<file path="src/rtl/tmr_pkg.sv">
// Shared constants for the timer channel: register indices and control bit
// positions. Assumes a 16-bit data bus and word-indexed register access.
package tmr_pkg;
    localparam int BUS_W  = 16;
    localparam int IDX_W  = 3;
    localparam int PRE_W  = 8;
    localparam int SEL_W  = 2;
    localparam int PRE_LSB = 8;

    typedef enum logic [IDX_W-1:0] {
        IDX_CFG0 = 3'd0,
        IDX_CFG1 = 3'd1,
        IDX_CTRL = 3'd2,
        IDX_BUF  = 3'd3,
        IDX_OBS  = 3'd4
    } reg_idx_e;

    localparam int CTL_START = 0;
    localparam int CTL_LOAD  = 1;
    localparam int CTL_AUTO  = 2;
    localparam int CTL_PEND  = 3;
endpackage

</file>
<file path="src/rtl/tmr_tickgen.sv">
// Two-stage tick generator: a programmable prescaler followed by a
// power-of-two divider (2^(sel+1)). Assumes both stages restart from zero
// whenever run is low.
module tmr_tickgen #(
    parameter int PRE_W = 8,
    parameter int SEL_W = 2
) (
    input  logic             clk,
    input  logic             rst_n,
    input  logic             run,
    input  logic [PRE_W-1:0] pre_div,
    input  logic [SEL_W-1:0] div_sel,
    output logic             tick
);
    localparam int DIV_W = 2 ** SEL_W;

    logic [PRE_W-1:0] pcnt;
    logic [DIV_W-1:0] dcnt;
    logic [DIV_W-1:0] dmask;
    logic             pre_tick;

    // Terminal value of the divider stage for the selected ratio.
    always_comb begin
        for (int i = 0; i < DIV_W; i++) dmask[i] = (i <= int'(div_sel));
    end

    assign pre_tick = run && (pcnt == pre_div);
    assign tick     = pre_tick && (dcnt >= dmask);

    // Prescaler stage: count system cycles up to the programmed value.
    always_ff @(posedge clk) begin
        if (!rst_n || !run)  pcnt <= '0;
        else if (pre_tick)   pcnt <= '0;
        else                 pcnt <= pcnt + 1'b1;
    end

    // Divider stage: count prescaler outputs up to the selected mask.
    always_ff @(posedge clk) begin
        if (!rst_n || !run)  dcnt <= '0;
        else if (tick)       dcnt <= '0;
        else if (pre_tick)   dcnt <= dcnt + 1'b1;
    end


    stopped_no_tick_chk: assert property (@(posedge clk) disable iff (!rst_n)
        !run |=> !tick);
endmodule

</file>
<file path="src/rtl/tmr_counter.sv">
// 16-bit down-counter with buffered reload. Loads the buffer on a manual
// update, reloads it on the terminal event in periodic mode, and flags the
// end of a single-shot run. Assumes tick never coincides with load.
module tmr_counter #(
    parameter int CNT_W = 16
) (
    input  logic             clk,
    input  logic             rst_n,
    input  logic             tick,
    input  logic             load,
    input  logic             autold,
    input  logic [CNT_W-1:0] buf_val,
    output logic [CNT_W-1:0] count,
    output logic             irq,
    output logic             shot_done
);
    logic terminal;

    assign terminal  = tick && (count == '0);
    assign shot_done = terminal && !autold;

    // Counter update: manual load, terminal reload, or decrement on tick.
    always_ff @(posedge clk) begin
        if (!rst_n)                  count <= '0;
        else if (load)               count <= buf_val;
        else if (terminal && autold) count <= buf_val;
        else if (tick && count != '0) count <= count - 1'b1;
    end

    // Registered one-cycle interrupt pulse on each terminal event.
    always_ff @(posedge clk) begin
        if (!rst_n) irq <= 1'b0;
        else        irq <= terminal;
    end


    reload_from_buffer_chk: assert property (@(posedge clk) disable iff (!rst_n)
        (tick && autold && count == '0) |=> (count == $past(buf_val)));

    single_pulse_chk: assert property (@(posedge clk) disable iff (!rst_n)
        irq |=> !irq);

    hold_when_idle_chk: assert property (@(posedge clk) disable iff (!rst_n)
        (!tick && !load) |=> $stable(count));
endmodule

</file>
<file path="src/rtl/tmr_regs.sv">
// Register file: configuration, control with write-one-to-clear pending,
// period buffer and read-only count view. Assumes single-cycle writes;
// a control write overrides a same-cycle hardware clear of start.
module tmr_regs
    import tmr_pkg::*;
(
    input  logic             clk,
    input  logic             rst_n,
    input  logic             sel,
    input  logic             wr,
    input  logic [IDX_W-1:0] idx,
    input  logic [BUS_W-1:0] wdata,
    output logic [BUS_W-1:0] rdata,
    input  logic [BUS_W-1:0] count_i,
    input  logic             irq_i,
    input  logic             shot_done_i,
    output logic [PRE_W-1:0] pre_div,
    output logic [SEL_W-1:0] div_sel,
    output logic             start,
    output logic             load,
    output logic             autold,
    output logic [BUS_W-1:0] buf_val
);
    logic pending;
    logic ctl_wr;

    assign ctl_wr = sel && wr && (idx == IDX_CTRL);

    // Configuration and buffer registers.
    always_ff @(posedge clk) begin
        if (!rst_n) begin
            pre_div <= '0;
            div_sel <= '0;
            buf_val <= '0;
        end else if (sel && wr) begin
            if (idx == IDX_CFG0) pre_div <= wdata[PRE_LSB +: PRE_W];
            if (idx == IDX_CFG1) div_sel <= wdata[SEL_W-1:0];
            if (idx == IDX_BUF)  buf_val <= wdata;
        end
    end

    // Control bits; single-shot completion clears start unless overwritten.
    always_ff @(posedge clk) begin
        if (!rst_n) begin
            start  <= 1'b0;
            load   <= 1'b0;
            autold <= 1'b0;
        end else if (ctl_wr) begin
            start  <= wdata[CTL_START];
            load   <= wdata[CTL_LOAD];
            autold <= wdata[CTL_AUTO];
        end else if (shot_done_i) begin
            start  <= 1'b0;
        end
    end

    // Sticky pending flag: set by the interrupt, cleared by writing one.
    always_ff @(posedge clk) begin
        if (!rst_n)                        pending <= 1'b0;
        else if (irq_i)                    pending <= 1'b1;
        else if (ctl_wr && wdata[CTL_PEND]) pending <= 1'b0;
    end

    // Read multiplexer; unused bits and indices return zero.
    always_comb begin
        rdata = '0;
        case (idx)
            IDX_CFG0: rdata[PRE_LSB +: PRE_W] = pre_div;
            IDX_CFG1: rdata[SEL_W-1:0] = div_sel;
            IDX_CTRL: begin
                rdata[CTL_START] = start;
                rdata[CTL_LOAD]  = load;
                rdata[CTL_AUTO]  = autold;
                rdata[CTL_PEND]  = pending;
            end
            IDX_BUF:  rdata = buf_val;
            IDX_OBS:  rdata = count_i;
            default:  rdata = '0;
        endcase
    end


    pend_after_irq_chk: assert property (@(posedge clk) disable iff (!rst_n)
        irq_i |=> pending);

    shot_stops_chk: assert property (@(posedge clk) disable iff (!rst_n)
        (shot_done_i && !ctl_wr) |=> !start);
endmodule

</file>
<file path="src/rtl/tick_timer.sv">
// Timer channel top: register file, tick generator and down-counter.
// Counting runs only while start is set and manual update is clear.
module tick_timer
    import tmr_pkg::*;
(
    input  logic             clk,
    input  logic             rst_n,
    input  logic             bus_sel,
    input  logic             bus_wr,
    input  logic [IDX_W-1:0] bus_idx,
    input  logic [BUS_W-1:0] bus_wdata,
    output logic [BUS_W-1:0] bus_rdata,
    output logic             irq_pulse
);
    logic [PRE_W-1:0] pre_div;
    logic [SEL_W-1:0] div_sel;
    logic             start, load, autold, run, tick, shot_done;
    logic [BUS_W-1:0] buf_val, count;

    assign run = start && !load;

    tmr_regs u_regs (
        .clk(clk), .rst_n(rst_n), .sel(bus_sel), .wr(bus_wr), .idx(bus_idx),
        .wdata(bus_wdata), .rdata(bus_rdata), .count_i(count),
        .irq_i(irq_pulse), .shot_done_i(shot_done), .pre_div(pre_div),
        .div_sel(div_sel), .start(start), .load(load), .autold(autold),
        .buf_val(buf_val)
    );

    tmr_tickgen #(.PRE_W(PRE_W), .SEL_W(SEL_W)) u_tickgen (
        .clk(clk), .rst_n(rst_n), .run(run), .pre_div(pre_div),
        .div_sel(div_sel), .tick(tick)
    );

    tmr_counter #(.CNT_W(BUS_W)) u_counter (
        .clk(clk), .rst_n(rst_n), .tick(tick), .load(load), .autold(autold),
        .buf_val(buf_val), .count(count), .irq(irq_pulse),
        .shot_done(shot_done)
    );
endmodule

</file>
<file path="config.mk">
export PLATFORM = sky130hd
export DESIGN_NAME = tick_timer
export DESIGN_NICKNAME = d
export VERILOG_FILES = /design/src/rtl/tmr_pkg.sv /design/src/rtl/tmr_tickgen.sv /design/src/rtl/tmr_counter.sv /design/src/rtl/tmr_regs.sv /design/src/rtl/tick_timer.sv
export SDC_FILE = /design/constraint.sdc
export NUM_CORES = 1
export LEC_CHECK = 0
export BUFFER_PORTS_ARGS = -buffer_cell sky130_fd_sc_hd__buf_2
export CORE_AREA = 3 3 81 83
export DETAILED_ROUTE_END_ITERATION = 10
export DIE_AREA = 0 0 84 86
export MAX_ROUTING_LAYER = met4
export PLACE_DENSITY = 0.74
export SLEW_MARGIN = 20
export SYNTH_ARGS = -nofsm -noshare
export SYNTH_HDL_FRONTEND = slang
export SYNTH_SLANG_ARGS = --single-unit
</file>
<file path="constraint.sdc">
create_clock -name clk -period 2.9 [get_ports clk]
set_input_delay 0.29 -clock clk [delete_from_list [all_inputs] [get_ports clk]]
set_output_delay 0.29 -clock clk [all_outputs]
set_load 0.005 [all_outputs]
</file>
======== Yosys cells after proc, flatten, opt, wreduce, memory -nomap -nowiden ========
Cells that the tools add are included.
storage, ports and cells
  register bits ........................... 59
  latch bits .............................. 0
  memory bits (writable) .................. 0
  memory bits (read-only) ................. 0
  input bits .............................. 23
  logic and storage cells ................. 60
  memories ................................ 0
cells by class
  add/sub/neg operators ................... 3
  $mul .................................... 0
  div/mod/pow operators ................... 0
  order comparisons ....................... 4
  equality and inequality tests ........... 5
  shift-type cells ........................ 0
  multiplexer cells ....................... 11
  bitwise logic cells ..................... 0
  reduce and logical (&&, ||, !) cells .... 26
operator list
  kind                   count
  $mux 16                3
  $pmux 8 s3             1
  $logic_not 16->1       1
  $reduce_bool 16->1     1
  $sub 16x1->16 const B  1
  $logic_and 1x1->1      10
  $add 8x1->8 const B    1
  $eq 8x8->1             1
  $pmux 2 s4             1
  $pmux 4 s2             1
  $eq 3x2->1 const B     2
  $pmux 2 s3             1
  $reduce_and 2->1       3
  $add 4x1->4 const B    1
  $ge 4x4->1             1
  $le 2x2->1 const A     2
  $logic_not 1->1        4
  $mux 1                 4
  $reduce_bool 2->1      2
  $reduce_or 2->1        2
  $eq 3x1->1 const B     1
  $eq 3x3->1 const B     1
  $logic_not 3->1        1
  $reduce_bool 3->1      1
  other kinds (2)        2

======== Logic depth before layout (Yosys ltp) ========
Gate-level depths: netlist of the first run.
  depth in word-level cells ............... 8
  mapped depth ............................ 9
  depth with buffers taken out ............ 8

======== Hierarchy ========
A second synthesis of the first run with hierarchy kept.
unflattened totals
  cell total of the unflattened synthesis .. 364
  area, all modules ....................... 3228.1 um^2
modules (own cells, without submodules)
  module       instances  cells each  area each (um^2)  seq. area each (um^2)
  tmr_regs     1          163         1514.0            600.6
  tmr_counter  1          122         987.2             340.3
  tmr_tickgen  1          78          713.2             240.2
  tick_timer   1          1           13.8              0.0

======== Worst setup path after synthesis of the first run ========
Ideal clock, no wire load.
  path kind ............................... register to register
  start ................................... register u_regs.div_sel[1]
  end ..................................... register u_counter.count[1]
  setup time .............................. 85 ps
  data arrival time ....................... 2128 ps
  data required time ...................... 2815 ps
  slack ................................... 687 ps
  stages on the path, launching flop included .. 9
  buffers on the path ..................... 0
  clock period less this slack ............ 2213 ps
  cells stage by stage .................... dfxtp_1 -> nand2_1 -> ha_1 -> nand2_1 -> o21a_1 -> or4_4 -> nor2_2 -> mux2_1 -> o31ai_2
on the way
  word-level cells in the longest chain between the ends .. 7
RTL lines
  element                                   RTL line           RTL
  start, declared                           tmr_regs.sv:18     output logic [SEL_W-1:0] div_sel,
  start signal, assigned                    tmr_regs.sv:37     if (idx == IDX_CFG1) div_sel <= wdata[SEL_W-1:0];
  $le 1x2->1 or $le 2x2->1 (tied branches)  tmr_tickgen.sv:24  for (int i = 0; i < DIV_W; i++) dmask[i] = (i <= int'(div_sel));
  $ge 4x4->1 (*)                            tmr_tickgen.sv:28  assign tick = pre_tick && (dcnt >= dmask);
  $logic_and 1x1->1 (*)                     tmr_tickgen.sv:28
  $logic_and 1x1->1                         tmr_counter.sv:19  assign terminal = tick && (count == '0);
  $logic_and 1x1->1                         tmr_counter.sv:26  else if (terminal && autold) count <= buf_val;
  $mux 16                                   tmr_counter.sv:26
  $mux 16                                   tmr_counter.sv:25  else if (load) count <= buf_val;
  end signal, assigned                      tmr_counter.sv:25
  end signal, assigned                      tmr_counter.sv:26
  end signal, assigned                      tmr_counter.sv:27  else if (tick && count != '0) count <= count - 1'b1;
  end, declared                             tmr_counter.sv:13  output logic [CNT_W-1:0] count,
Mark *: on every way between the ends. The rest lies on a longest branch, timed or not.
A chain may end at the register's enable or synchronous reset.

======== Worst setup path after layout of the first run ========
Ends and elaborated chain as after synthesis.

==> metrics.cfg, run 1 <==
[run_status]
status = complete, no violations

[worst_setup_path]
arrival_ns = 2.85
critPathLaunchType = register
endpoint_kind = register
cp_cell_sequence = nand2_1, ha_1, nand2_1, o21a_1, or4_4, nor2_2, mux2_1, o31ai_2
critical_path.slowest_cell = or4_4
critPathMostFrequentCell = nand2_1
critPathMaxStageDelay_ns = 0.57
cp.required_ns = 3.17
crit_type = reg -> reg
path_max_fanout = 11

[synth]
synth_nets = 426
synth_enable_flop_cells = 0
yosys_register_bits = 59
ys_types = 53
ys.flop_type = dfxtp_1
yosys.area.top_type = dfxtp_1
syn-instance-count = 396
synth_area_mm2 = 0.00320
synth.area.top_cells = dfxtp_1, nand2_1, mux2i_1
synth-async-reset-ratio_pct = 0
netlist.area_leader.share_pct = 36.9
postSynthAreaPerCell_um2 = 8.08
ys_warn_count = 0
yosysSeqAreaShare_pct = 36.9

[finish]
antenna_cells = 0
finalNetCount = 461
multi_input_area_mm2 = 0.00189
seqCellArea_mm2 = 0.00118
fillers = 556
syn2layout_area_growth_pct = 13.0
drive_gt1_share_pct = 17.2

[detailed_routing]
viasPerCell = 5.76
dr_total_vias = 2938
first_pass_iters = 5
drtAntennaViolNets = 0
drc_errors = 0
wire_per_inst_um = 15.8
routed_wl_um = 8060
drt_iter0_markers = 197

[run]
max-cap-violations = 0

[power]
power.share.clock_pct = 42.3
p_per_area_mw_per_mm2 = 455
seq_power_share_pct = 50.2
p_int_w = 0.00123
ir_drop_v = 0.000321
p_leak_nw = 1.37
combPwrFrac_pct = 7.5
p_switching_w = 0.000409
swShare_pct = 24.9

[cts]
post_cts_resized = 0
cts_num_sinks = 59
cts_tree = yes
clock_latency_ns = 0.35
cts_hold_buf = 0
clock_path_buffers = 2
clk_pin_slew_ns = 0.07
cts_made_buffers = 9
cts-root-buf = clkbuf_8
h-tree-depth = 3
post-cts-setup-buffers = 0

[timing]
period_share_pct = 89.2
period_minus_slack_ns = 2.59
worst_pin_slew_ns = 0.755
hold_viol = 0
relSlewSlack_pct = 49.6
fin_hold_ws_ns = 0.180
rsz0062_at_grt = no
slew_violations = 0
report.final.setup_viol = 0
fmax_ghz = 0.387
tns_ns = 0
fin_ws_ns = 0.313
fin_worst_skew_ns = 0.0106

[global_route]
grt_pass1_wl_um = 13300
grt_pass1_vias = 2736
grt_overflow = 0
grt_antenna_before_repair = 0
grt_max_degree = 22
grt_use_total_pct = 23.9

[floorplan]
rows = 28
die_x_um = 84
start_util_pct = 54.0
die_h_um = 86
dieArea_mm2 = 0.00722
ioPinCount = 40
core-area_mm2 = 0.00592

[placed_design]
post-place-ws_ns = 0.353
gp_congestion = 0.903
io_buffers = 39
dpl.hpwl_um = 5660

[worst_hold_path]
holdCritPathClass = in -> reg

-- critical path: cells and delay by family (launching register included) --
kind            cells  cell delay [ns]
mux                 1             0.37
simple gates        4             1.01
fa+ha+maj           1             0.29
compound gates      2             0.45
flops               1             0.38
-- cell type report --
cell class	count	area share, %
Timing Repair Buffer	45	6.65
Clock buffer	13	4.67
Sequential cell	59	32.7
Multi-Input combinational cell	309	52.4
Tap cell	75	2.60
Clock inverter	2	0.277
Inverter	7	0.727
-- routing by layer --
metal	global-route usage (%)	share of wire, %	up-vias
li1	-	-	1457
met1	29.6	46	1353
met2	37.7	45	110
met3	4.51	6.3	18
met4	11.4	2.2	0
met5	-	0	-
-- power by group through the flow --
| stage | logic, W | clock network, W | registers (W) |
|---|---|---|---|
| 2_1_floorplan | 0.0000833 | 0 | 0.000840 |
| 3_3_place_gp | 0.000119 | 0 | 0.000843 |
| 3_5_place_dp | 0.000121 | 0 | 0.000843 |
| 4_1_cts | 0.000122 | 0.000704 | 0.000825 |
| 5_1_grt | 0.000136 | 0.000745 | 0.000825 |
| 6_report | 0.000123 | 0.000695 | 0.000825 |
-- synthesized netlist by cell type, types with 6 or more instances --
master / count
nand2b_1: 6
xnor2_1: 17
o21ai_0: 25
nand2_1: 62
and3_1: 6
a22oi_1: 6
inv_1: 6
a21oi_1: 35
nor3_1: 10
nor2_1: 39
ha_1: 7
dfxtp_1: 59
mux2i_1: 21
clkbuf_1: 15
nand3_1: 12
-- path summary, 6_finish.rpt --
| check | startpoint | endpoint | slack (ns) | cells past startpoint |
|---|---|---|---|---|
| setup / recovery | u_regs.div_sel[1] | u_counter.count[1] | 0.31 | 8 |
| hold / removal | bus_wdata[5] | u_regs.buf_val[5] | 0.18 | 3 |
| setup reg to reg | u_regs.div_sel[1] | u_counter.count[1] | 0.31 | 8 |
| hold reg to reg | u_regs.buf_val[11] | u_regs.buf_val[11] | 0.47 | 2 |
-- registers in the layout, indices dropped and copies added, names as in the netlist --
| name | count |
|---|---|
| u_regs.pre_div | 8 |
| u_regs.load | 1 |
| u_counter.irq | 1 |
| u_regs.pending | 1 |
| u_counter.count | 16 |
| u_regs.autold | 1 |
| u_tickgen.pcnt | 8 |
| u_regs.buf_val | 16 |
| u_regs.start | 1 |
| u_regs.div_sel | 2 |
| u_tickgen.dcnt | 4 |
-- cell usage in the layout (no fill, tap or decap), drive strengths merged, types with 2 or more instances in the layout --
| cell type | Yosys | layout |
|---|---|---|
| clkbuf | 16 | 13 |
| o21bai | 2 | 2 |
| nand3 | 12 | 12 |
| xnor2 | 17 | 17 |
| or3 | 3 | 3 |
| clkinv | 1 | 3 |
| ha | 7 | 7 |
| nor3b | 3 | 3 |
| xor2 | 5 | 5 |
| nand4 | 2 | 2 |
| nand2 | 62 | 62 |
| dfxtp | 59 | 59 |
| and3 | 6 | 6 |
| nand2b | 6 | 6 |
| o31ai | 2 | 2 |
| a22o | 4 | 4 |
| mux2 | 2 | 2 |
| or2 | 2 | 2 |
| and2 | 5 | 5 |
| o21ai | 25 | 25 |
| a22oi | 6 | 6 |
| buf | 5 | 45 |
| mux2i | 21 | 21 |
| a31oi | 4 | 4 |
| nor4 | 10 | 10 |
| inv | 6 | 6 |
| nor3 | 10 | 10 |
| nor2b | 4 | 4 |
| nor2 | 41 | 41 |
| a21oi | 35 | 35 |
-- kinds of logic after synthesis --
family | count (synthesis) | share of synthesized area, %
fa+ha+maj | 7 | 2.74
simple gates | 172 | 27.3
compound gates | 85 | 15.8
buf+inv | 28 | 3.83
mux | 23 | 7.28
xor+xnor | 22 | 6.02
flops | 59 | 36.9
-- stage by stage --
step / instance area, µm² / total power (W) / util (%) / cells
floorplan: 3200 / 0.000924 / - / 396
global placement: 3440 / 0.000962 / 58.0 / 495
CTS: 3610 / 0.00165 / 61.1 / 510
finish: 3610 / 0.00164 / 61.1 / 510
global route: 3610 / 0.00171 / 61.1 / 510
detailed placement: 3440 / 0.000964 / 58.0 / 495
Note: power is estimated with default switching activity, not from simulation.
==> inputs of run 2 (changes only) <==
--- a/config.mk
+++ b/config.mk
@@ -5,12 +5,11 @@
 export SDC_FILE = /design/constraint.sdc
 export NUM_CORES = 1
 export LEC_CHECK = 0
-export BUFFER_PORTS_ARGS = -buffer_cell sky130_fd_sc_hd__buf_2
-export CORE_AREA = 3 3 81 83
+export CORE_AREA = 3 3 84 86
 export DETAILED_ROUTE_END_ITERATION = 10
-export DIE_AREA = 0 0 84 86
+export DIE_AREA = 0 0 87 89
+export DONT_BUFFER_PORTS = 1
 export MAX_ROUTING_LAYER = met4
-export PLACE_DENSITY = 0.74
 export SLEW_MARGIN = 20
 export SYNTH_ARGS = -nofsm -noshare
 export SYNTH_HDL_FRONTEND = slang
==> metrics.cfg, run 2 (synthesized netlist as in run 1, its figures left out) <==
[detailed_routing]
first_pass_iters = 4
drc_errors = 0
drt_iter0_markers = 154
viasPerCell = 5.76
drtAntennaViolNets = 0
routed_wl_um = 8140
dr_total_vias = 2730
wire_per_inst_um = 17.2

[worst_setup_path]
path_max_fanout = 11
critical_path.slowest_cell = or4_4
arrival_ns = 2.84
critPathMostFrequentCell = nand2_1
crit_type = reg -> reg
cp_cell_sequence = nand2_1, ha_1, nand2_1, o21a_1, or4_4, nor2_2, mux2_1, o31ai_2
endpoint_kind = register
regToRegStartpoint = u_regs.div_sel[1]
cp.required_ns = 3.15
critPathMaxStageDelay_ns = 0.57
r2r_cells = 8
worstReg2RegEnd = u_counter.count[1]
r2r_slack_ns = 0.31
critPathLaunchType = register

[worst_hold_path]
hold_path_depth = 1
holdCritPathClass = in -> reg
min_from = rst_n
worstHoldEndpoint = u_regs.start

[cts]
cts_tree = yes
cts_num_sinks = 59
clock_path_buffers = 2
clock_latency_ns = 0.34
cts-root-buf = clkbuf_8
cts_made_buffers = 9
cts_hold_buf = 0
post_cts_resized = 0
h-tree-depth = 3
clk_pin_slew_ns = 0.07
post-cts-setup-buffers = 0

[global_route]
grt_max_degree = 22
grt_overflow = 0
grt_pass1_vias = 2618
grt_use_total_pct = 22.6
grt_pass1_wl_um = 12900
grt_antenna_before_repair = 0

[finish]
final_common_cell = nand2_1
finalNetCount = 424
final_area_mm2 = 0.00344
final_cell_mix = nand2_1, dfxtp_1, nor2_1
drive_gt1_share_pct = 9.32
instances_no_fill = 474
final_util_pct = 54.2
multi_input_area_mm2 = 0.00189
fillers = 609
largest_registers = u_counter.count (16), u_regs.buf_val (16)
syn2layout_area_growth_pct = 7.55
seqCellArea_mm2 = 0.00118
antenna_cells = 0

[timing]
fmax_ghz = 0.386
worst_pin_slew_ns = 0.842
hold_viol = 0
relSlewSlack_pct = 43.7
fin_worst_skew_ns = 0.00763
period_share_pct = 89.4
rsz0062_at_grt = no
tns_ns = 0
report.final.setup_viol = 0
slew_violations = 0
period_minus_slack_ns = 2.59

[power]
ir_drop_v = 0.000299
p_per_area_mw_per_mm2 = 477
p_switching_w = 0.000379
swShare_pct = 23.1
combPwrFrac_pct = 6.1
power.share.clock_pct = 43.7
p_total_w = 0.00164
p_leak_nw = 1.19
p_int_w = 0.00126
seq_power_share_pct = 50.3

[floorplan]
core-area_mm2 = 0.00635
ioPinCount = 40
die_h_um = 89
die_x_um = 87
start_util_pct = 50.4
rows = 29
dieArea_mm2 = 0.00774

[placed_design]
dpl.hpwl_um = 5800
placed_cells = 460
io_buffers = 0
place_area_mm2 = 0.00326
gp_congestion = 0.855

[run]
max-cap-violations = 0

[run_status]
status = complete, no violations

-- run 2: routing by layer --
layer / GRT usage (%) / share of wire [%] / up-vias / routed length [µm]
li1: - / - / 1388 / -
met1: 28.2 / 48 / 1273 / 3910
met2: 34.9 / 46 / 58 / 3720
met3: 5.71 / 4.9 / 11 / 399
met4: 9.07 / 1.4 / 0 / 116
met5: - / 0 / - / 0
-- run 2: through the flow --
stage | hold WS [ns] | setup slack (ns)
finish | 0.0804 | 0.308
global route | 0.0669 | 0.153
detailed placement | 0.421 | 0.327
CTS | 0.0604 | 0.311
floorplan | 0.426 | 0.687
global placement | 0.417 | 0.424
-- run 2: power by group through the flow --
stage	combinational (W)	clock, W	sequential (W)
floorplan	0.0000833	0	0.000840
global placement	0.0000973	0	0.000843
detailed placement	0.0000979	0	0.000843
CTS	0.0000986	0.000735	0.000825
global route	0.000109	0.000772	0.000825
finish	0.0000995	0.000716	0.000825
-- run 2: how the worst max path moves through the flow --
stage | cells past startpoint | startpoint | slack [ns] | end
floorplan | 8 | u_regs.div_sel[1] | 0.69 | u_counter.count[1]
global placement | 8 | u_regs.div_sel[1] | 0.42 | u_counter.count[1]
detailed placement | 8 | u_regs.div_sel[1] | 0.33 | u_counter.count[1]
CTS | 8 | u_regs.div_sel[1] | 0.31 | u_counter.count[1]
global route | 8 | u_regs.div_sel[1] | 0.15 | u_counter.count[1]
finish | 8 | u_regs.div_sel[1] | 0.31 | u_counter.count[1]
-- run 2: layout make-up --
class	count	area share [%]
Multi-Input combinational cell	309	55.1
Inverter	7	0.764
Clock inverter	3	1.16
Clock buffer	11	4.11
Timing Repair Buffer	8	1.75
Sequential cell	59	34.3
Tap cell	77	2.80
-- run 2: critical path, delay by kind of cell (launching register included) --
kind                       cells  cell delay (ns)
DFF                            1             0.40
muxes                          1             0.37
AOI/OAI and AO/OA              2             0.43
and+or+nand+nor                4             1.03
adders and majority gates      1             0.29
